==> config.mk <==
export PLATFORM = sky130hd
export DESIGN_NAME = frame_offset_aligner
export DESIGN_NICKNAME = d
export VERILOG_FILES = /design/src/rtl/ofa_pkg.sv /design/src/rtl/ofa_cfg_bank.sv /design/src/rtl/ofa_delay_tap.sv /design/src/rtl/ofa_lane_count.sv /design/src/rtl/frame_offset_aligner.sv
export SDC_FILE = /design/constraint.sdc
export NUM_CORES = 1
export LEC_CHECK = 0
export ABC_AREA = 1
export BUFFER_PORTS_ARGS = -buffer_cell sky130_fd_sc_hd__buf_2
export CAP_MARGIN = 5
export CORE_MARGIN = 10
export CORE_UTILIZATION = 25
export DETAILED_ROUTE_END_ITERATION = 12
export GPL_TIMING_DRIVEN = 0
export SETUP_SLACK_MARGIN = 0.4
export SYNTH_ARGS = -nofsm -noshare
export SYNTH_HDL_FRONTEND = slang
export SYNTH_SLANG_ARGS = --single-unit
==> constraint.sdc <==
create_clock -name clk -period 3.4 [get_ports clk]
set_input_delay 0.34 -clock clk [delete_from_list [all_inputs] [get_ports clk]]
set_output_delay 0.34 -clock clk [all_outputs]
set_load 0.02 [all_outputs]
==> src/rtl/ofa_pkg.sv <==
// Shared constants and helpers for the frame offset aligner.
// Assumes one clock cycle equals one half master period.
package ofa_pkg;
    localparam int CODE_W       = 4;
    localparam int MAX_HALF     = 8;
    localparam int BITS_PER_CH  = 8;
    localparam int CYC_PER_BIT  = 2;

    // Limit a raw offset code to the largest supported delay.
    function automatic logic [CODE_W-1:0] clamp_code(input logic [CODE_W-1:0] raw);
        return (raw > CODE_W'(MAX_HALF)) ? CODE_W'(MAX_HALF) : raw;
    endfunction
endpackage

==> src/rtl/ofa_cfg_bank.sv <==
// Per-stream offset registers: a pending copy written by the host and an
// active copy loaded on the raw frame pulse.
// Assumes writes do not coincide with frame_pulse.
// The effective code follows the pending value in the frame pulse cycle itself.
module ofa_cfg_bank
    import ofa_pkg::*;
#(
    parameter int NUM_STREAMS = 4,
    parameter int SEL_W       = 2
) (
    input  logic                          clk,
    input  logic                          rst_n,
    input  logic                          frame_pulse,
    input  logic                          cfg_we,
    input  logic [SEL_W-1:0]              cfg_sel,
    input  logic [CODE_W-1:0]             cfg_code,
    output logic [NUM_STREAMS*CODE_W-1:0] eff_code
);
    for (genvar i = 0; i < NUM_STREAMS; i++) begin : g_reg
        logic [CODE_W-1:0] pend_q;
        logic [CODE_W-1:0] act_q;

        // Capture a host write, already clamped.
        always_ff @(posedge clk) begin
            if (!rst_n) begin
                pend_q <= '0;
            end else if (cfg_we && (cfg_sel == SEL_W'(i))) begin
                pend_q <= clamp_code(cfg_code);
            end
        end

        // Promote the pending code at the frame boundary.
        always_ff @(posedge clk) begin
            if (!rst_n) begin
                act_q <= '0;
            end else if (frame_pulse) begin
                act_q <= pend_q;
            end
        end

        // New frame uses the new code from its first cycle.
        always_comb begin
            eff_code[i*CODE_W +: CODE_W] = frame_pulse ? pend_q : act_q;
        end
    end
endmodule

==> src/rtl/ofa_delay_tap.sv <==
// Delay line of half-period stages for one stream's data and frame marker.
// Assumes sel never exceeds MAX_HALF; a tap of zero passes the input through.
module ofa_delay_tap
    import ofa_pkg::*;
#(
    parameter int DEPTH = MAX_HALF
) (
    input  logic              clk,
    input  logic              rst_n,
    input  logic              din,
    input  logic              fin,
    input  logic [CODE_W-1:0] sel,
    output logic              dout,
    output logic              fout
);
    logic [DEPTH-1:0] dl_q;
    logic [DEPTH-1:0] fl_q;

    // Shift raw data and marker one stage per cycle.
    always_ff @(posedge clk) begin
        if (!rst_n) begin
            dl_q <= '0;
            fl_q <= '0;
        end else begin
            dl_q <= {dl_q[DEPTH-2:0], din};
            fl_q <= {fl_q[DEPTH-2:0], fin};
        end
    end

    // Pick the stage that matches the selected delay.
    always_comb begin
        dout = din;
        fout = fin;
        for (int j = 1; j <= DEPTH; j++) begin
            if (sel == CODE_W'(j)) begin
                dout = dl_q[j-1];
                fout = fl_q[j-1];
            end
        end
    end
endmodule

==> src/rtl/ofa_lane_count.sv <==
// Position counter and output register for one stream.
// It restarts on the delayed frame marker and stops after the last bit.
// Assumes CHANNELS is a power of two; a bit spans two cycles and is sampled in the second.
module ofa_lane_count
    import ofa_pkg::*;
#(
    parameter int CHANNELS = 32,
    parameter int CH_W     = 5
) (
    input  logic            clk,
    input  logic            rst_n,
    input  logic            mark,
    input  logic            din,
    output logic            strobe,
    output logic            bit_out,
    output logic [2:0]      bitno,
    output logic [CH_W-1:0] chan
);
    localparam int FRAME_LEN = CHANNELS * BITS_PER_CH * CYC_PER_BIT;
    localparam int CNT_W     = $clog2(FRAME_LEN);

    logic [CNT_W-1:0] cnt_q;
    logic             locked_q;
    logic [CNT_W-1:0] pos;

    // Position within the delayed frame; zero on the marker itself.
    always_comb begin
        pos = mark ? '0 : cnt_q;
    end

    // Advance the position, relock on a marker, release after the last bit.
    always_ff @(posedge clk) begin
        if (!rst_n) begin
            cnt_q    <= '0;
            locked_q <= 1'b0;
        end else if (mark) begin
            cnt_q    <= CNT_W'(1);
            locked_q <= 1'b1;
        end else if (locked_q) begin
            if (cnt_q == CNT_W'(FRAME_LEN - 1)) begin
                cnt_q    <= '0;
                locked_q <= 1'b0;
            end else begin
                cnt_q <= cnt_q + CNT_W'(1);
            end
        end
    end

    // Register the sampled bit and its indices in the second cycle of each bit.
    always_ff @(posedge clk) begin
        if (!rst_n) begin
            strobe  <= 1'b0;
            bit_out <= 1'b0;
            bitno   <= '0;
            chan    <= '0;
        end else begin
            strobe <= locked_q && !mark && pos[0];
            if (locked_q && !mark && pos[0]) begin
                bit_out <= din;
                bitno   <= pos[3:1];
                chan    <= pos[CNT_W-1:4];
            end
        end
    end
endmodule

==> src/rtl/frame_offset_aligner.sv <==
// Top of the per-stream input frame offset aligner.
// Each stream gets a programmable delay in half master periods.
// Assumes clk runs at twice the master rate and frame_pulse lasts one cycle.
module frame_offset_aligner
    import ofa_pkg::*;
#(
    parameter int NUM_STREAMS = 4,
    parameter int CHANNELS    = 32,
    localparam int SEL_W      = (NUM_STREAMS > 1) ? $clog2(NUM_STREAMS) : 1,
    localparam int CH_W       = $clog2(CHANNELS)
) (
    input  logic                        clk,
    input  logic                        rst_n,
    input  logic                        frame_pulse,
    input  logic [NUM_STREAMS-1:0]      ser_in,
    input  logic                        cfg_we,
    input  logic [SEL_W-1:0]            cfg_sel,
    input  logic [3:0]                  cfg_code,
    output logic [NUM_STREAMS-1:0]      rt_bit,
    output logic [NUM_STREAMS-1:0]      rt_strobe,
    output logic [3*NUM_STREAMS-1:0]    rt_bitno,
    output logic [CH_W*NUM_STREAMS-1:0] rt_chan
);
    logic [NUM_STREAMS*CODE_W-1:0] eff_v;
    logic [NUM_STREAMS-1:0]        mark_v;
    logic [NUM_STREAMS-1:0]        dly_v;

    ofa_cfg_bank #(
        .NUM_STREAMS(NUM_STREAMS),
        .SEL_W      (SEL_W)
    ) u_cfg (
        .clk        (clk),
        .rst_n      (rst_n),
        .frame_pulse(frame_pulse),
        .cfg_we     (cfg_we),
        .cfg_sel    (cfg_sel),
        .cfg_code   (cfg_code),
        .eff_code   (eff_v)
    );

    for (genvar i = 0; i < NUM_STREAMS; i++) begin : g_lane
        ofa_delay_tap #(
            .DEPTH(MAX_HALF)
        ) u_tap (
            .clk  (clk),
            .rst_n(rst_n),
            .din  (ser_in[i]),
            .fin  (frame_pulse),
            .sel  (eff_v[i*CODE_W +: CODE_W]),
            .dout (dly_v[i]),
            .fout (mark_v[i])
        );

        ofa_lane_count #(
            .CHANNELS(CHANNELS),
            .CH_W    (CH_W)
        ) u_cnt (
            .clk    (clk),
            .rst_n  (rst_n),
            .mark   (mark_v[i]),
            .din    (dly_v[i]),
            .strobe (rt_strobe[i]),
            .bit_out(rt_bit[i]),
            .bitno  (rt_bitno[i*3 +: 3]),
            .chan   (rt_chan[i*CH_W +: CH_W])
        );
    end
endmodule

==> impl_metrics.toml, run 1 <==
[route]
route.vias.total = 6133
first_pass_iters = 5
final_antenna_net_count = 0
vias_per_cell = 4.11
drtIter0Drc = 307
wl_um = 16700
drcViolationCount = 0
wl_per_cell_um = 11.2

[clocking]
cts_resized = 0
hold_buffers = 0
clkLatencyLatePin_ns = 0.43
cts_made_buffers = 17
h-tree-depth = 4
cts_tree = "built"
clockRootBuffer = "clkbuf_16"
clk_path_buf_depth = 2
cts_setup_buffers = 0
clkSlewWorstSetupHoldPaths_ns = 0.06
clock_sinks = 152

[timing]
period_minus_slack_ns = 2.12
fmax_mhz = 472
fin_tns_setup_ns = 0
rsz0062_at_grt = "false"
hold_violations = 0
finalClockSkew_ns = 0.00698
period_share_pct = 62.3
report.final.slew_viol_count = 0
report.final.setup_viol = 0
worstMarginPinSlew_ns = 0.777
fin_hold_ws_ns = 0.114
slew_headroom_pct = 47.8

[worst_setup_path]
crit_path_cell_trace = "inv_1, o21ai_1, nand2_1, nor2_1, inv_1, nand2_1, inv_1, nand2_1, nand2_1, nand2_1, nand2_1, nand2_1, nand2_1, buf_2, a21oi_1, nor2_1"
worst-path-max-fanout = 10
crit_top_cell = "nand2_1"
cp-end-kind = "flop"
rr_worst_depth = 16
regToRegEndpoint = "g_lane[1].u_cnt.bitno[0]$_SDFFE_PN0P_"
slowest_delay_ns = 0.34
ff2ff_setup_slack_ns = 1.28
r2r_start = "u_cfg.g_reg[1].pend_q[2]$_SDFFE_PN0P_"
cpMaxStageDelayCell = "dfxtp_1"
path_class = "reg2reg"
critPathArrivalTime_ns = 2.43
cp.required_ns = 3.72
critPathLaunchType = "flop"

[cells_and_area]
multi_input_area_mm2 = 0.00318
area_delta_synth_final_pct = 19.2
regArea_mm2 = 0.00304
drive_above_1_share_pct = 15.1
nets = 1120
fill_cells = 3029

[power_and_ir_drop]
p_leak_nw = 4.00
vdd_drop_max_v = 0.000257
powerDensity_mw_per_mm2 = 521

[grt]
grt_first_pass_wirelength_um = 29000
grt_overflow = 0
grt_max_degree = 17
antenna_found_initial = 5
track_usage_pct = 9.73
grt_pass1_vias = 5884

[floorplan]
pin_count = 54
die_x_um = 189
die_y_um = 189
die-area_mm2 = 0.0355
rows = 61
initial_core_util_pct = 25.4
coreArea_mm2 = 0.0279

[placed_design]
hpwl_um = 12600
gp_congestion = 0.844
port_buffers = 52

[synthesis]
ys_types = 36
netlist_area_mm2 = 0.00710
avgSynthCellArea_um2 = 6.91
syn_nets = 1049
yosysSeqAreaShare_pct = 42.9
syn_inst = 1027
synth-warning-count = 0
ys_seq_elements = 152

[flow_run]
drv_cap = 0

[worst_hold_path]
min-delay-start = "ser_in[0]"
hold_class = "in2reg"
whs_endpoint = "g_lane[0].u_tap.dl_q[0]$_SDFF_PN0_"
whs_path_depth = 3

[outcome]
outcome = "finished, final reports clean"
==> Yosys cell counts <==
cell type,n,share of area [%]
clkbuf_1,12,0.63
nor3_2,2,0.28
nand3b_1,6,0.63
nand2_1,275,15
nor2_1,123,6.5
buf_1,1,0.053
nor3_1,15,1.1
xnor2_1,1,0.12
clkinv_1,6,0.32
buf_6,9,1.4
buf_4,10,1.1
nand3_1,37,2.6
inv_1,151,8.0
o211ai_1,3,0.32
a21oi_1,62,4.4
o21ai_0,38,2.7
nand2_2,13,1.1
nor2_2,16,1.4
inv_2,12,0.63
nor2_4,2,0.32
nand3_2,5,0.70
or2_2,10,0.88
o21ai_2,4,0.49
a22oi_1,15,1.6
inv_4,1,0.088
nor3b_1,2,0.21
o31ai_1,1,0.11
o21ai_1,7,0.49
dfxtp_1,152,43
a211oi_1,1,0.11
nand4_1,9,0.79
ha_1,8,1.4
a32oi_1,4,0.49
xor2_1,10,1.2
nand3_4,1,0.25
buf_2,3,0.21
==> stage by stage <==
step                total power [mW]  area (µm²)  instances  worst slack, ns  utilization, %
floorplan                       2.30        7100       1027             1.41               -
global placement                2.44        7830       1457             1.08            28.0
detailed placement              2.44        7830       1457             1.04            28.0
CTS                             4.47        8460       1489             1.32            30.3
global route                    4.62        8460       1491             1.00            30.3
finish                          4.41        8460       1491             1.28            30.3
==> power breakdown <==
part	total (mW)	switching, mW	leakage, nW	internal [mW]
combinational	0.513	0.348	2.46	0.164
sequential	1.89	0.0413	1.24	1.85
clock	2.01	0.726	0.304	1.28
==> cell type report <==
type | count | area share, %
Antenna cell | 2 | 0.0591
Buffer | 35 | 2.84
Clock inverter | 8 | 1.69
Multi-Input combinational cell | 670 | 37.5
Timing Repair Buffer | 52 | 3.08
Tap cell | 378 | 5.59
Inverter | 170 | 7.57
Sequential cell | 152 | 36.0
Clock buffer | 24 | 5.69
==> cells in the final DEF, fill, tap and decap left out, drive strengths merged, types with 6 or more instances in the layout <==
cell type,n
nand3b,6
dfxtp,152
xor2,10
nand4,9
clkbuf,36
ha,8
nor3,17
a21oi,62
o21ai,49
nor2,141
nand3,43
buf,75
inv,164
a22oi,15
clkinv,9
nand2,288
or2,10
==> routing by layer <==
layer | vias to the layer above | share of wire [%] | track usage (%)
met5 | - | 0.25 | 0
met4 | 6 | 2.2 | 4.27
met3 | 27 | 3.3 | 2.22
met2 | 82 | 45 | 15.6
met1 | 2687 | 49 | 12.3
li1 | 3331 | - | -
==> worst max-delay path by stage <==
| stage | from | end |
|---|---|---|
| after floorplan | frame_pulse | g_lane[3].u_cnt.bitno[1]$_SDFFE_PN0P_ |
| after global placement | frame_pulse | g_lane[3].u_cnt.chan[3]$_SDFFE_PN0P_ |
| after detailed placement | frame_pulse | g_lane[3].u_cnt.cnt_q[8]$_SDFFE_PP0P_ |
| after CTS | u_cfg.g_reg[1].pend_q[2]$_SDFFE_PN0P_ | g_lane[1].u_cnt.chan[4]$_SDFFE_PN0P_ |
| after global routing | u_cfg.g_reg[1].pend_q[2]$_SDFFE_PN0P_ | g_lane[1].u_cnt.bitno[2]$_SDFFE_PN0P_ |
| final | u_cfg.g_reg[1].pend_q[2]$_SDFFE_PN0P_ | g_lane[1].u_cnt.bitno[0]$_SDFFE_PN0P_ |
==> cell families after synthesis <==
| group | Yosys count | synth area share (%) |
|---|---|---|
| compound gates | 135 | 10.6 |
| xor+xnor | 11 | 1.36 |
| fa+ha+maj | 8 | 1.41 |
| buf+inv | 205 | 12.4 |
| flops | 152 | 42.9 |
| simple gates | 516 | 31.3 |
==> worst max-delay path: cells and delay by family, from the launching register on <==
family / cells / cell delay [ns]
AND/OR/NAND/NOR: 10 / 0.89
buffers and inverters: 4 / 0.40
AO/OA/AOI/OAI: 2 / 0.38
flip-flops: 1 / 0.34
==> flip-flops by register name (all words and copies together), names as in the netlist <==
name	flops
g_lane.u_cnt.cnt_q	36
g_lane.u_cnt.bitno	12
g_lane.u_cnt.chan	20
u_cfg.g.act_q	16
g_lane.u_cnt.locked_q	4
g_lane.u_cnt.strobe	4
u_cfg.g.pend_q	16
g_lane.u_tap.fl_q	8
g_lane.u_tap.dl_q	32
g_lane.u_cnt.bit_out	4
No activity file was read; power rests on OpenSTA's default activity.
==> run 2: changes to the inputs <==
Clock period 3.4 ns to 2 ns, I/O delays scaled along.
==> run 2 against run 1 <==
Net effect: via count is 8.2% higher; worst hold slack worse by 0.025 ns; die area stayed put; global-route usage is 0.89 points higher; count of clock-buffer cells in the layout is 5 lower; setup slack worse by 1.3 ns; largest power group is now registers.
==> impl_metrics.toml, run 2 (synthesis results as in run 1) <==
[floorplan]
initial_core_util_pct = 25.4
die_x_um = 189
coreArea_mm2 = 0.0279
die_y_um = 189
rows = 61
die-area_mm2 = 0.0355
pin_count = 54

[route]
first_pass_iters = 5
route.vias.total = 6638
drcViolationCount = 0
final_antenna_net_count = 0
wl_um = 18800
vias_per_cell = 4.30
drtIter0Drc = 388
wl_per_cell_um = 12.2

[placed_design]
port_buffers = 52
gp_congestion = 0.832
hpwl_um = 12700
dp.cells = 1457

[cells_and_area]
top_regs = "g_lane.u_cnt.cnt_q x36, g_lane.u_tap.dl_q x32, g_lane.u_cnt.chan x20"
largest_register_ffs = 36
largest_register = "g_lane.u_cnt.cnt_q"
final_cells = 1543
mostFrequentLayoutCells = "nand2_1, inv_1, dfxtp_1, nor2_1"
n_antenna_cell = 0
nets = 1174
fill_cells = 2907
layout_commonest_cell = "nand2_1"
drive_above_1_share_pct = 35.9
area_delta_synth_final_pct = 38.7

[worst_setup_path]
cp-end-kind = "flop"
critPathLaunchType = "flop"
path_class = "reg2reg"
worst-path-max-fanout = 8
critPathArrivalTime_ns = 2.33
cp.required_ns = 2.35

[grt]
antenna_found_initial = 0
grt_pass1_vias = 6478
grt_max_degree = 17
grt_first_pass_wirelength_um = 31600
grt_overflow = 0
track_usage_pct = 10.6

[power_and_ir_drop]
vdd_drop_max_v = 0.000623
p_leak_nw = 4.39
power_mw = 7.72
powerDensity_mw_per_mm2 = 784

[clocking]
clk_path_buf_depth = 2
cts_tree = "built"
clockRootBuffer = "clkbuf_16"
clkLatencyLatePin_ns = 0.43
clock_sinks = 152
cts_made_buffers = 17
clkSlewWorstSetupHoldPaths_ns = 0.06
h-tree-depth = 4

[timing]
period_share_pct = 98.8
report.final.slew_viol_count = 0
finalClockSkew_ns = 0.0108
report.final.setup_viol = 0
hold_violations = 0
period_minus_slack_ns = 1.98
worstMarginPinSlew_ns = 0.871
fmax_mhz = 506
slew_headroom_pct = 42.0
rsz0062_at_grt = "true"

[outcome]
outcome = "finished, final reports clean"

[worst_hold_path]
hold_class = "in2reg"

[flow_run]
drv_cap = 0
run 2: worst max-delay path, cell delays in order, from the launching register on:
cell and delay (ns):
dfxtp_2 0.33, inv_2 0.07, nand2_1 0.06, o21ai_2 0.07
nand2_1 0.14, nor2_4 0.13, inv_1 0.06, nand3_1 0.09
nand2_1 0.06, nand2_1 0.06, nand2_1 0.05, nand2_1 0.06
nand2_1 0.07, nand2_2 0.13, buf_4 0.13, buf_6 0.09
nand3_4 0.13, a21oi_2 0.18
run 2: power by group:
part	internal [mW]	switching [mW]
sequential	3.15	0.0813
combinational	0.497	0.802
clock	1.89	1.30
run 2: timing repair:
item / CTS / global route
hold buffers: 4 / 0
endpoints found under the hold margin: 4 / 0
cloned: 7 / 0
resized for setup: 153 / 100
setup buffers: 34 / 9
endpoints found under the setup margin: 80 / 80
pin swaps: 48 / 47
run 2: final cells by class:
type | count | area (µm²) | share of cell area [%]
buffer | 35 | 275 | 2.80
clock buffer | 19 | 453 | 4.60
clock inverter | 13 | 128 | 1.30
inverter | 170 | 653 | 6.63
multi-input combinational | 670 | 4050 | 41.1
sequential | 152 | 3070 | 31.1
tap | 378 | 473 | 4.80
timing repair buffer | 106 | 749 | 7.61
run 2: metal layers:
metal	wire, µm	share of wire [%]	global-route usage, %
met1	8720	46	13.0
met2	9090	48	17.6
met3	609	3.2	2.16
met4	367	2.0	4.64
met5	0	0	0
run 2: through the flow:
| stage | setup WS (ns) | TNS (ns) | hold slack (ns) | cell area (µm²) | util [%] |
|---|---|---|---|---|---|
| after floorplan | 0.184 | 0 | 0.298 | 7240 | - |
| after detailed placement | -0.165 | -3.99 | 0.405 | 7970 | 28.5 |
| after global routing | -0.116 | -3.62 | 0.0922 | 9850 | 35.2 |
| final | 0.0248 | 0 | 0.0887 | 9850 | 35.2 |
| after global placement | -0.178 | -4.26 | 0.399 | 7970 | 28.5 |
| after CTS | 0.0686 | 0 | 0.0788 | 9440 | 33.8 |
run 2: final timing paths:
kind / endpoint / slack, ns / startpoint / cells after the start
worst min register to register: g_lane[2].u_tap.dl_q[5]$_SDFF_PN0_ / 0.43 / g_lane[2].u_tap.dl_q[4]$_SDFF_PN0_ / 2
worst max register to register: g_lane[3].u_cnt.cnt_q[1]$_SDFFE_PP0P_ / 0.02 / u_cfg.g_reg[3].pend_q[0]$_SDFFE_PN0P_ / 17
worst min-delay path: u_cfg.g_reg[3].pend_q[2]$_SDFFE_PN0P_ / 0.09 / cfg_code[3] / 4
worst max-delay path: g_lane[3].u_cnt.cnt_q[1]$_SDFFE_PP0P_ / 0.02 / u_cfg.g_reg[3].pend_q[0]$_SDFFE_PN0P_ / 17
